## src/rtl/evt_inject_pkg.sv

```systemverilog
package evt_inject_pkg;

    localparam int VEC_W  = 8;
    localparam int INFO_W = 32;
    localparam logic [VEC_W-1:0] NMI_VEC = 8'd2;
    localparam logic [VEC_W-1:0] BP_VEC  = 8'd3;
    localparam logic [VEC_W-1:0] OF_VEC  = 8'd4;

    typedef enum logic [2:0] {
        TY_EXT   = 3'd0,
        TY_NMI   = 3'd2,
        TY_HWEXC = 3'd3,
        TY_SWINT = 3'd4,
        TY_SWEXC = 3'd6
    } evt_type_e;

    typedef enum logic [2:0] {
        SRC_NONE    = 3'd0,
        SRC_EXC     = 3'd1,
        SRC_NMI_RE  = 3'd2,
        SRC_IRQ_RE  = 3'd3,
        SRC_NMI_NEW = 3'd4,
        SRC_IRQ_NEW = 3'd5
    } src_e;

    localparam int NSRC = 5;

endpackage

```

## src/rtl/evt_inject_sel.sv

```systemverilog
module evt_inject_sel
    import evt_inject_pkg::*;
(
    input  logic            exc_pend_i,
    input  logic            nmi_inj_i,
    input  logic            irq_q_i,
    input  logic            nmi_pend_i,
    input  logic            nmi_ok_i,
    input  logic            irq_new_i,
    input  logic            irq_ok_i,
    output src_e            src_o,
    output logic [NSRC-1:0] grant_o
);

    logic [NSRC-1:0] req;
    logic            taken;

    always_comb begin
        req[0] = exc_pend_i;
        req[1] = nmi_inj_i;
        req[2] = irq_q_i;
        req[3] = nmi_pend_i && nmi_ok_i;
        req[4] = !nmi_pend_i && irq_new_i && irq_ok_i;
        taken  = 1'b0;
        for (int i = 0; i < NSRC; i++) begin
            grant_o[i] = req[i] && !taken;
            taken      = taken || req[i];
        end
        unique case (1'b1)
            grant_o[0]: src_o = SRC_EXC;
            grant_o[1]: src_o = SRC_NMI_RE;
            grant_o[2]: src_o = SRC_IRQ_RE;
            grant_o[3]: src_o = SRC_NMI_NEW;
            grant_o[4]: src_o = SRC_IRQ_NEW;
            default:    src_o = SRC_NONE;
        endcase
    end

    always_comb begin
        AST_ONE_GRANT: assert ($onehot0(grant_o));
        AST_NMI_HOLDS_IRQ: assert (!(grant_o[4] && nmi_pend_i));
    end

endmodule

```

## src/rtl/evt_inject_fmt.sv

```systemverilog
module evt_inject_fmt
    import evt_inject_pkg::*;
#(
    parameter int RIP_W = 32,
    parameter int ERR_W = 32,
    parameter int LEN_W = 4
) (
    input  src_e              src_i,
    input  logic [VEC_W-1:0]  exc_vec_i,
    input  logic              exc_has_err_i,
    input  logic [ERR_W-1:0]  exc_err_i,
    input  logic [VEC_W-1:0]  irq_q_vec_i,
    input  logic              irq_q_soft_i,
    input  logic [VEC_W-1:0]  irq_new_vec_i,
    input  logic [LEN_W-1:0]  exit_len_i,
    input  logic              real_mode_i,
    input  logic [RIP_W-1:0]  rip_i,
    output logic [INFO_W-1:0] info_o,
    output logic [ERR_W-1:0]  err_o,
    output logic [LEN_W-1:0]  ilen_o,
    output logic [RIP_W-1:0]  rip_o
);

    localparam int PAD_W = INFO_W - VEC_W - 3 - 1 - 1;

    logic [VEC_W-1:0] vec;
    evt_type_e        ty;
    logic             soft_adv;
    logic             has_err;
    logic             valid;

    always_comb begin
        vec      = '0;
        ty       = TY_EXT;
        soft_adv = 1'b0;
        has_err  = 1'b0;
        valid    = 1'b1;
        ilen_o   = '0;
        unique case (src_i)
            SRC_EXC: begin
                vec     = exc_vec_i;
                has_err = exc_has_err_i;
                if (exc_vec_i == BP_VEC || exc_vec_i == OF_VEC) begin
                    ty       = TY_SWEXC;
                    ilen_o   = exit_len_i;
                    soft_adv = 1'b1;
                end else begin
                    ty = TY_HWEXC;
                end
            end
            SRC_NMI_RE, SRC_NMI_NEW: begin
                vec = NMI_VEC;
                ty  = TY_NMI;
            end
            SRC_IRQ_RE: begin
                vec = irq_q_vec_i;
                if (irq_q_soft_i) begin
                    ty       = TY_SWINT;
                    ilen_o   = exit_len_i;
                    soft_adv = 1'b1;
                end
            end
            SRC_IRQ_NEW: vec = irq_new_vec_i;
            default:     valid = 1'b0;
        endcase

        rip_o = rip_i;
        if (real_mode_i && valid) begin
            ty     = TY_SWINT;
            ilen_o = LEN_W'(1);
            rip_o  = rip_i + (soft_adv ? RIP_W'(exit_len_i) : '0) - RIP_W'(1);
        end

        info_o = {valid, {PAD_W{1'b0}}, has_err, ty, vec};
        err_o  = has_err ? exc_err_i : '0;
    end

    always_comb begin
        AST_INVALID_EMPTY: assert (valid || info_o == '0);
    end

endmodule

```

## src/rtl/evt_inject_arb.sv

```systemverilog
module evt_inject_arb
    import evt_inject_pkg::*;
#(
    parameter int RIP_W = 32,
    parameter int ERR_W = 32,
    parameter int LEN_W = 4,
    parameter int CNT_W = 16
) (
    input  logic              clk,
    input  logic              rst_n,
    input  logic              inject_i,
    input  logic              exc_pend_i,
    input  logic [7:0]        exc_vec_i,
    input  logic              exc_has_err_i,
    input  logic [ERR_W-1:0]  exc_err_i,
    input  logic              nmi_raise_i,
    input  logic              nmi_done_i,
    input  logic              irq_q_pend_i,
    input  logic [7:0]        irq_q_vec_i,
    input  logic              irq_q_soft_i,
    input  logic              irq_new_i,
    input  logic [7:0]        irq_new_vec_i,
    input  logic              irq_ok_i,
    input  logic [LEN_W-1:0]  exit_len_i,
    input  logic              vnmi_sup_i,
    input  logic              real_mode_i,
    input  logic [RIP_W-1:0]  rip_i,
    input  logic              skip_i,
    input  logic              shadow_wr_i,
    input  logic              shadow_sti_i,
    input  logic              shadow_movss_i,
    input  logic              nmi_mask_wr_i,
    input  logic              nmi_mask_i,
    output logic [31:0]       info_o,
    output logic [ERR_W-1:0]  err_o,
    output logic [LEN_W-1:0]  ilen_o,
    output logic [RIP_W-1:0]  rip_o,
    output logic              irq_win_o,
    output logic              nmi_win_o,
    output logic              sti_sh_o,
    output logic              movss_sh_o,
    output logic              nmi_blk_o,
    output logic              soft_nmi_blk_o,
    output logic [CNT_W-1:0]  blk_cyc_o
);

    typedef struct packed {
        logic [INFO_W-1:0] info;
        logic [ERR_W-1:0]  err;
        logic [LEN_W-1:0]  ilen;
        logic [RIP_W-1:0]  rip;
        logic              irq_win;
        logic              nmi_win;
        logic              sti;
        logic              movss;
        logic              nmi_blk;
        logic              soft_blk;
        logic              nmi_pend;
        logic              nmi_inj;
        logic [CNT_W-1:0]  cnt;
    } state_t;

    state_t s_d, s_q;

    src_e              src;
    logic [NSRC-1:0]   grant;
    logic              nmi_ok;
    logic              nmi_left;
    logic [INFO_W-1:0] f_info;
    logic [ERR_W-1:0]  f_err;
    logic [LEN_W-1:0]  f_len;
    logic [RIP_W-1:0]  f_rip;

    assign nmi_ok = !s_q.movss && !s_q.nmi_blk && (vnmi_sup_i || !s_q.soft_blk);

    evt_inject_sel u_sel (
        .exc_pend_i (exc_pend_i),
        .nmi_inj_i  (s_q.nmi_inj),
        .irq_q_i    (irq_q_pend_i),
        .nmi_pend_i (s_q.nmi_pend),
        .nmi_ok_i   (nmi_ok),
        .irq_new_i  (irq_new_i),
        .irq_ok_i   (irq_ok_i),
        .src_o      (src),
        .grant_o    (grant)
    );

    evt_inject_fmt #(
        .RIP_W (RIP_W),
        .ERR_W (ERR_W),
        .LEN_W (LEN_W)
    ) u_fmt (
        .src_i         (src),
        .exc_vec_i     (exc_vec_i),
        .exc_has_err_i (exc_has_err_i),
        .exc_err_i     (exc_err_i),
        .irq_q_vec_i   (irq_q_vec_i),
        .irq_q_soft_i  (irq_q_soft_i),
        .irq_new_vec_i (irq_new_vec_i),
        .exit_len_i    (exit_len_i),
        .real_mode_i   (real_mode_i),
        .rip_i         (rip_i),
        .info_o        (f_info),
        .err_o         (f_err),
        .ilen_o        (f_len),
        .rip_o         (f_rip)
    );

    assign nmi_left = s_q.nmi_pend && (src != SRC_NMI_NEW);

    always_comb begin
        s_d = s_q;
        if (s_q.soft_blk && s_q.cnt != '1)
            s_d.cnt = s_q.cnt + CNT_W'(1);
        if (nmi_done_i)
            s_d.nmi_inj = 1'b0;
        if (shadow_wr_i) begin
            s_d.sti   = shadow_sti_i;
            s_d.movss = shadow_movss_i;
        end
        if (skip_i) begin
            s_d.sti   = 1'b0;
            s_d.movss = 1'b0;
            s_d.rip   = rip_i + RIP_W'(exit_len_i);
        end
        if (nmi_mask_wr_i) begin
            if (vnmi_sup_i) begin
                s_d.nmi_blk = nmi_mask_i;
            end else if (s_q.soft_blk != nmi_mask_i) begin
                s_d.soft_blk = nmi_mask_i;
                s_d.cnt      = '0;
            end
        end
        if (inject_i) begin
            s_d.info    = f_info;
            s_d.err     = f_err;
            s_d.ilen    = f_len;
            s_d.rip     = f_rip;
            s_d.nmi_win = nmi_left && vnmi_sup_i;
            s_d.irq_win = (nmi_left && !vnmi_sup_i) ||
                          (!nmi_left && irq_new_i && src != SRC_IRQ_NEW);
            if (src == SRC_NMI_NEW) begin
                s_d.nmi_pend = 1'b0;
                s_d.nmi_inj  = 1'b1;
            end
            if ((src == SRC_NMI_NEW || src == SRC_NMI_RE) && !vnmi_sup_i) begin
                s_d.soft_blk = 1'b1;
                s_d.cnt      = '0;
            end
        end
        if (nmi_raise_i)
            s_d.nmi_pend = 1'b1;
    end

    always_ff @(posedge clk or negedge rst_n) begin
        if (!rst_n) s_q <= '0;
        else        s_q <= s_d;
    end

    assign info_o         = s_q.info;
    assign err_o          = s_q.err;
    assign ilen_o         = s_q.ilen;
    assign rip_o          = s_q.rip;
    assign irq_win_o      = s_q.irq_win;
    assign nmi_win_o      = s_q.nmi_win;
    assign sti_sh_o       = s_q.sti;
    assign movss_sh_o     = s_q.movss;
    assign nmi_blk_o      = s_q.nmi_blk;
    assign soft_nmi_blk_o = s_q.soft_blk;
    assign blk_cyc_o      = s_q.cnt;

    AST_EXC_FIRST: assert property (@(posedge clk) disable iff (!rst_n)
        inject_i && exc_pend_i |=> info_o[31] && info_o[7:0] == $past(exc_vec_i));
    AST_NMI_SHADOW: assert property (@(posedge clk) disable iff (!rst_n)
        inject_i && movss_sh_o && !exc_pend_i && !irq_q_pend_i && !s_q.nmi_inj
        |=> !(info_o[31] && info_o[10:8] == 3'd2));
    AST_REAL_SWINT: assert property (@(posedge clk) disable iff (!rst_n)
        inject_i && real_mode_i && (exc_pend_i || irq_q_pend_i)
        |=> ilen_o == LEN_W'(1) && info_o[10:8] == 3'd4);
    AST_NO_NMI_WIN: assert property (@(posedge clk) disable iff (!rst_n)
        inject_i && !vnmi_sup_i |=> !nmi_win_o);
    AST_SKIP_CLR: assert property (@(posedge clk) disable iff (!rst_n)
        skip_i |=> !sti_sh_o && !movss_sh_o);
    AST_HOLD_INFO: assert property (@(posedge clk) disable iff (!rst_n)
        !inject_i |=> $stable(info_o));

endmodule

```

## config.mk

```make
export PLATFORM = sky130hd
export DESIGN_NAME = evt_inject_arb
export DESIGN_NICKNAME = d
export VERILOG_FILES = /design/src/rtl/evt_inject_pkg.sv /design/src/rtl/evt_inject_sel.sv /design/src/rtl/evt_inject_fmt.sv /design/src/rtl/evt_inject_arb.sv
export SDC_FILE = /design/constraint.sdc
export NUM_CORES = 1
export LEC_CHECK = 0
export BUFFER_PORTS_ARGS = -buffer_cell sky130_fd_sc_hd__buf_2
export CAP_MARGIN = 20
export CORE_ASPECT_RATIO = 0.8
export CORE_UTILIZATION = 45
export DETAILED_ROUTE_END_ITERATION = 12
export HOLD_SLACK_MARGIN = 0.1
export PLACE_DENSITY = 0.76
export REMOVE_ABC_BUFFERS = 1
export SLEW_MARGIN = 20
export SYNTH_ARGS = -nofsm -noshare
export SYNTH_HDL_FRONTEND = slang
export SYNTH_SLANG_ARGS = --single-unit
```

## constraint.sdc

```tcl
create_clock -name clk -period 7.6 [get_ports clk]
set_input_delay 1.14 -clock clk [delete_from_list [all_inputs] [get_ports clk]]
set_output_delay 1.14 -clock clk [all_outputs]
set_load 0.005 [all_outputs]
```

# == Word-level counts from Yosys, hierarchy flattened ==
# Cells that the tools add are included.
# totals
input_bits,111
out_inout_bits,122
reg_bits,105
# classes
n_eq_ne,11
add_sub_neg,4
reduce_logical,42
mux,35
# op_table
operator,count
$mux W32,3
$mux W16,5
$mux W34,1
$add A32 B32 Y32,1
$add A32 B4 Y32,1
$pmux W8 S4,1
$sub A32 B1 Y32 const B,1
$mux W19,1
$logic_and A1 B1 Y1,17
$add A16 B1 Y16 const B,1
$mux W4,4
$ne A16 B16 Y1 const B,1
$pmux W3 S5,1
$logic_not A1 Y1,10
$mux W1,10
$mux W3,3
$pmux W3 S3,1
$eq A8 B2 Y1 const B,1
$eq A8 B3 Y1 const B,1
$pmux W4 S2,1
$reduce_bool A2 Y1,4
$logic_or A1 B1 Y1,7
$eq A3 B2 Y1 const B,2
$eq A3 B3 Y1 const B,2
other kinds (8),12

# == Depth between registers and ports, before layout ==
# logic_depth
depth_word,15
ltp_mapped,21
mapped_depth_nobuf,21

# == By module ==
# From an unflattened synthesis, not the netlist that was laid out.
# hier_totals
cells_unflattened,1110
hier_area_um2,9723.1
# modules_own_cells
module,area_per_inst_um2,instances,cells_per_inst
evt_inject_arb,6840.3,1,646
evt_inject_fmt,2807.7,1,452
evt_inject_sel,75.1,1,12

# == Worst setup path after synthesis ==
# Ideal clock, no wire load.
# synth_timing
path_type,input port to flip-flop
from,in exc_vec_i[3]
to,reg s_q (netlist bit rip_o[31])
path_slack_ns,2.635
setup_time_ns,0.131
cell_stages,19
arrival_time_ns,4.833
t_required_ns,7.469
cell_sequence,or4_1 > nor3_1 > nand2_1 > o21ai_0 > nand2_1 > ha_1 > inv_1 > ha_1 > inv_1 > fa_1 > nor2b_1 > o21ai_1 > a211oi_1 > o31ai_2 > a21oi_2 > a41oi_1 > a221oi_1 > and4_4 > o31ai_2
# synth_between
elab_chain_len,9
elab_cells_between_ends,10
classes_between,2 x add/sub; 2 x eq/ne; 5 x mux; 1 x reduce/logical
# synth_lines
item,line,source
"start, declared",evt_inject_arb.sv:13,"input logic [7:0] exc_vec_i,"
$eq A8 B2 Y1 or $eq A8 B3 Y1 (tied branches),evt_inject_fmt.sv:43,if (exc_vec_i == BP_VEC || exc_vec_i == OF_VEC) begin
$logic_or A1 B1 Y1 *,evt_inject_fmt.sv:43,
$mux W1 *,evt_inject_fmt.sv:43,
$pmux W1 S2 *,evt_inject_fmt.sv:39,unique case (src_i)
$mux W4 *,evt_inject_fmt.sv:71,rip_o = rip_i + (soft_adv ? RIP_W'(exit_len_i) : '0) - RIP_W'(1);
$add A32 B32 Y32 *,evt_inject_fmt.sv:71,
$sub A32 B1 Y32 *,evt_inject_fmt.sv:71,
$mux W32 *,evt_inject_fmt.sv:68,if (real_mode_i && valid) begin
$mux W34 *,evt_inject_arb.sv:134,if (inject_i) begin
"end signal, assigned",evt_inject_arb.sv:156,if (!rst_n) s_q <= '0;
"end signal, assigned",evt_inject_arb.sv:157,else s_q <= s_d;
"end, declared",evt_inject_arb.sv:63,"state_t s_d, s_q;"
# Every way passes the cells marked *; elsewhere a longest branch is shown, timed or not.
# A chain may end at the register's enable or synchronous reset.

# == Final worst setup path ==
# layout_timing
from,in irq_q_pend_i
to,reg s_q (netlist bit rip_o[26])
# layout_between
elab_chain_len,12
elab_cells_between_ends,22
classes_between,2 x add/sub; 5 x eq/ne; 6 x mux; 9 x reduce/logical
# layout_lines
item,line,source
"start, declared",evt_inject_arb.sv:18,"input logic irq_q_pend_i,"
$logic_or A1 B1 Y1 (2 in a row),evt_inject_sel.sv:27,taken = taken || req[i];
$logic_not A1 Y1,evt_inject_sel.sv:26,grant_o[i] = req[i] && !taken;
$logic_and A1 B1 Y1,evt_inject_sel.sv:26,
$pmux W3 S5 *,evt_inject_sel.sv:29,unique case (1'b1)
$eq A3 B2 Y1 or $eq A3 B1 Y1 (tied branches),evt_inject_fmt.sv:39,
$pmux W1 S2,evt_inject_fmt.sv:39,
$mux W4,evt_inject_fmt.sv:71,
$add A32 B32 Y32,evt_inject_fmt.sv:71,
$sub A32 B1 Y32,evt_inject_fmt.sv:71,
$mux W32 *,evt_inject_fmt.sv:68,
$mux W34 *,evt_inject_arb.sv:134,
# Marked as above.

==> results.py <==
metrics = {
    "critical_path": {
        "crit_type": "in -> reg",
        "worst_setup_path_end_kind": "flip-flop",
        "crit_arrival_ps": 5620,
        "crit_fanout": 9,
        "cp-start-kind": "input port",
        "critPathRequiredTime_ps": 7850,
    },
    "timing": {
        "fmax_mhz": 186,
        "rsz0062_at_grt": "no",
        "finalWorstSetupSlack_ps": 2230,
        "fin_setup_tns_ps": 0,
        "hold_viol_final": 0,
        "fin_crit_sh_pct": 70.6,
        "finClkSkew_ps": 8.95,
        "period_minus_slack_ps": 5370,
        "worst_slew_pin_slew_ps": 954,
        "maxSlewHeadroom_pct": 36.4,
        "drv_slew": 0,
        "setup_viol": 0,
    },
    "clocking": {
        "cts_tree": "built",
        "cts_resized": 0,
        "clkTransAtPathRegs_ps": 80,
        "h-tree-depth": 3,
        "holdBufCountCts": 0,
        "clock_sinks": 105,
        "post-cts-setup-buffer-count": 0,
        "cts_made_buffers": 9,
        "cts_max_path_buffers": 2,
        "cts_root_buf": "clkbuf_16",
        "clk_latency_ps": 360,
    },
    "die": {
        "fp.dieH_um": 118,
        "die_x_um": 147,
        "coreArea_mm2": 0.0161,
        "initial_core_util_pct": 46.9,
        "rows": 41,
        "dieArea_mm2": 0.0173,
        "ios": 233,
    },
    "outcome": {
        "status": "complete, no violations",
    },
    "finish": {
        "drive_above_1_share_pct": 23.1,
        "n_antenna_cell": 0,
        "stdcell_area_mm2": 0.00906,
        "final_cell_mix": "212 x buf_2, 105 x dfrtp_1, 97 x nand2_1, 74 x nor2_1, 74 x o21ai_0",
        "fillers": 1522,
        "final_core_util_pct": 56.3,
        "final_common_cell": "buf_2",
        "final_nets": 1255,
        "area_growth_pct": 19.9,
    },
    "pwr": {
        "ir_drop_uv": 109,
        "power_density_mw_per_mm2": 183,
        "p_leak_uw": 0.00452,
    },
    "route": {
        "post_drt_wl_per_cell_um": 16.7,
        "drc": 0,
        "first_pass_iters": 5,
        "wl_um": 21700,
        "vias": 7267,
        "antenna_left": 0,
        "viasPerCell": 5.60,
        "drt_iter0_drc": 536,
    },
    "grt": {
        "grt_start_max_net_pins": 74,
        "grt_antenna_before_repair": 0,
        "grt_pass1_vias": 6793,
        "grtUsageTotal_pct": 25.2,
        "gr-total-overflow": 0,
        "grt_pass1_wl_um": 34900,
    },
    "placed_design": {
        "dp_slack_ps": 1990,
        "placed_area_mm2": 0.00872,
        "place_hpwl_um": 16300,
        "place.gp.congestion": 0.951,
        "numPortBuffers": 213,
    },
    "logic_synthesis": {
        "synth_flop_cell": "dfrtp_1",
        "seq_area_frac_synth_pct": 34.8,
        "synth_edf_count": 0,
        "muxShareOfSynthArea_pct": 1.08,
        "synth_top_family_by_area": "compound AO/OA/AOI/OAI gates",
        "synthCells": 884,
        "async_flop_share_pct": 100,
        "synth_area_per_cell_um2": 8.55,
        "synth_fa_ha_area_share_pct": 11.3,
        "synth-seq-cells": 105,
        "synth_compound_area_share_pct": 23.5,
        "yosysWarnings": 0,
        "synth_xor_area_share_pct": 6.37,
        "synth-simple-area-share_pct": 16.2,
        "synth_cell_types": 70,
        "syn-cell-area_mm2": 0.00756,
    },
    "worst_hold_path": {
        "holdCritPathClass": "reg -> reg",
    },
    "job": {
        "max_cap_violations": 0,
    },
}
[registers in the layout (all words and copies together), names as in the netlist]
register / count
movss_sh_o: 1
blk_cyc_o: 16
info_o: 13
nmi_win_o: 1
soft_nmi_blk_o: 1
s_q: 2
ilen_o: 4
irq_win_o: 1
sti_sh_o: 1
err_o: 32
nmi_blk_o: 1
rip_o: 32
[final cells by class]
| cell class | count | area (µm²) | share of cell area (%) |
|---|---|---|---|
| multi-input combinational | 682 | 4490 | 49.6 |
| sequential | 105 | 2630 | 29.0 |
| timing repair buffer | 218 | 1110 | 12.2 |
| tap | 215 | 269 | 2.97 |
| inverter | 61 | 229 | 2.53 |
| clock buffer | 9 | 225 | 2.49 |
| clock inverter | 7 | 111 | 1.23 |
[worst max-delay path, cell delays in order]
cell       delay, ps
buf_2            130
nor2b_1          520
nand2_1          100
o21ai_0          470
nand2_1          180
ha_1             360
inv_1             50
ha_1             310
a211oi_2         300
o21ai_0          250
a2111oi_1        630
o21ai_0          360
a211oi_1         360
xnor2_1          160
nor2_1            50
a221oi_1         240
[cell families (layout without fill, tap and decap cells)]
group / Yosys count / count (layout)
fa+ha+maj: 67 / 67
simple gates: 268 / 268
flops: 105 / 105
buf+inv: 115 / 295
compound gates: 265 / 265
other cells: 1 / 19
mux: 8 / 8
xor+xnor: 55 / 55
[power breakdown]
group | switching [µW] | leakage [µW] | internal, µW
Combinational | 265 | 0.00302 | 194
Sequential | 43.1 | 0.00134 | 616
Clock | 241 | 0.000164 | 297
Total | 549 | 0.00452 | 1110
[worst paths after layout]
path	start	to	slack, ps	cells past startpoint
max in group asynchronous	rst_n	err_o[24]$_DFFE_PN0P_	5560	2
hold / removal	info_o[0]$_DFFE_PN0P_	info_o[0]$_DFFE_PN0P_	480	2
setup / recovery	irq_q_pend_i	rip_o[26]$_DFFE_PN0P_	2230	16
setup reg to reg	s_q[16]$_DFF_PN0_	rip_o[26]$_DFFE_PN0P_	2660	15
hold reg to reg	info_o[0]$_DFFE_PN0P_	info_o[0]$_DFFE_PN0P_	480	2
min in group asynchronous	rst_n	blk_cyc_o[9]$_DFF_PN0_	720	1
[synthesized netlist by cell type (16+ instances only)]
cell	n	share of area [%]
nand2_1	97	4.8
xnor2_1	30	3.5
xor2_1	25	2.9
ha_1	65	11
a22o_1	32	3.7
clkbuf_1	29	1.4
buf_4	19	1.9
nand3_1	25	1.7
nor3_1	17	1.1
nor2_1	74	3.7
inv_1	59	2.9
a21oi_1	52	3.4
o21ai_0	74	4.9
nand4_1	16	1.3
dfrtp_1	105	35
[metal layers]
layer  GRT usage [%]  share of wire (%)
met5               0                  0
met4            5.67                1.4
met3            4.22                7.7
met2            40.5                 45
met1            35.3                 46
[metrics by stage]
step	total power (µW)	instances	hold WS [ps]
floorplan	925	848	473
global placement	1110	1281	463
detailed placement	1120	1281	468
CTS	1660	1297	487
global route	1740	1297	511
finish	1660	1297	485
Power figures use the tool's default switching activity.
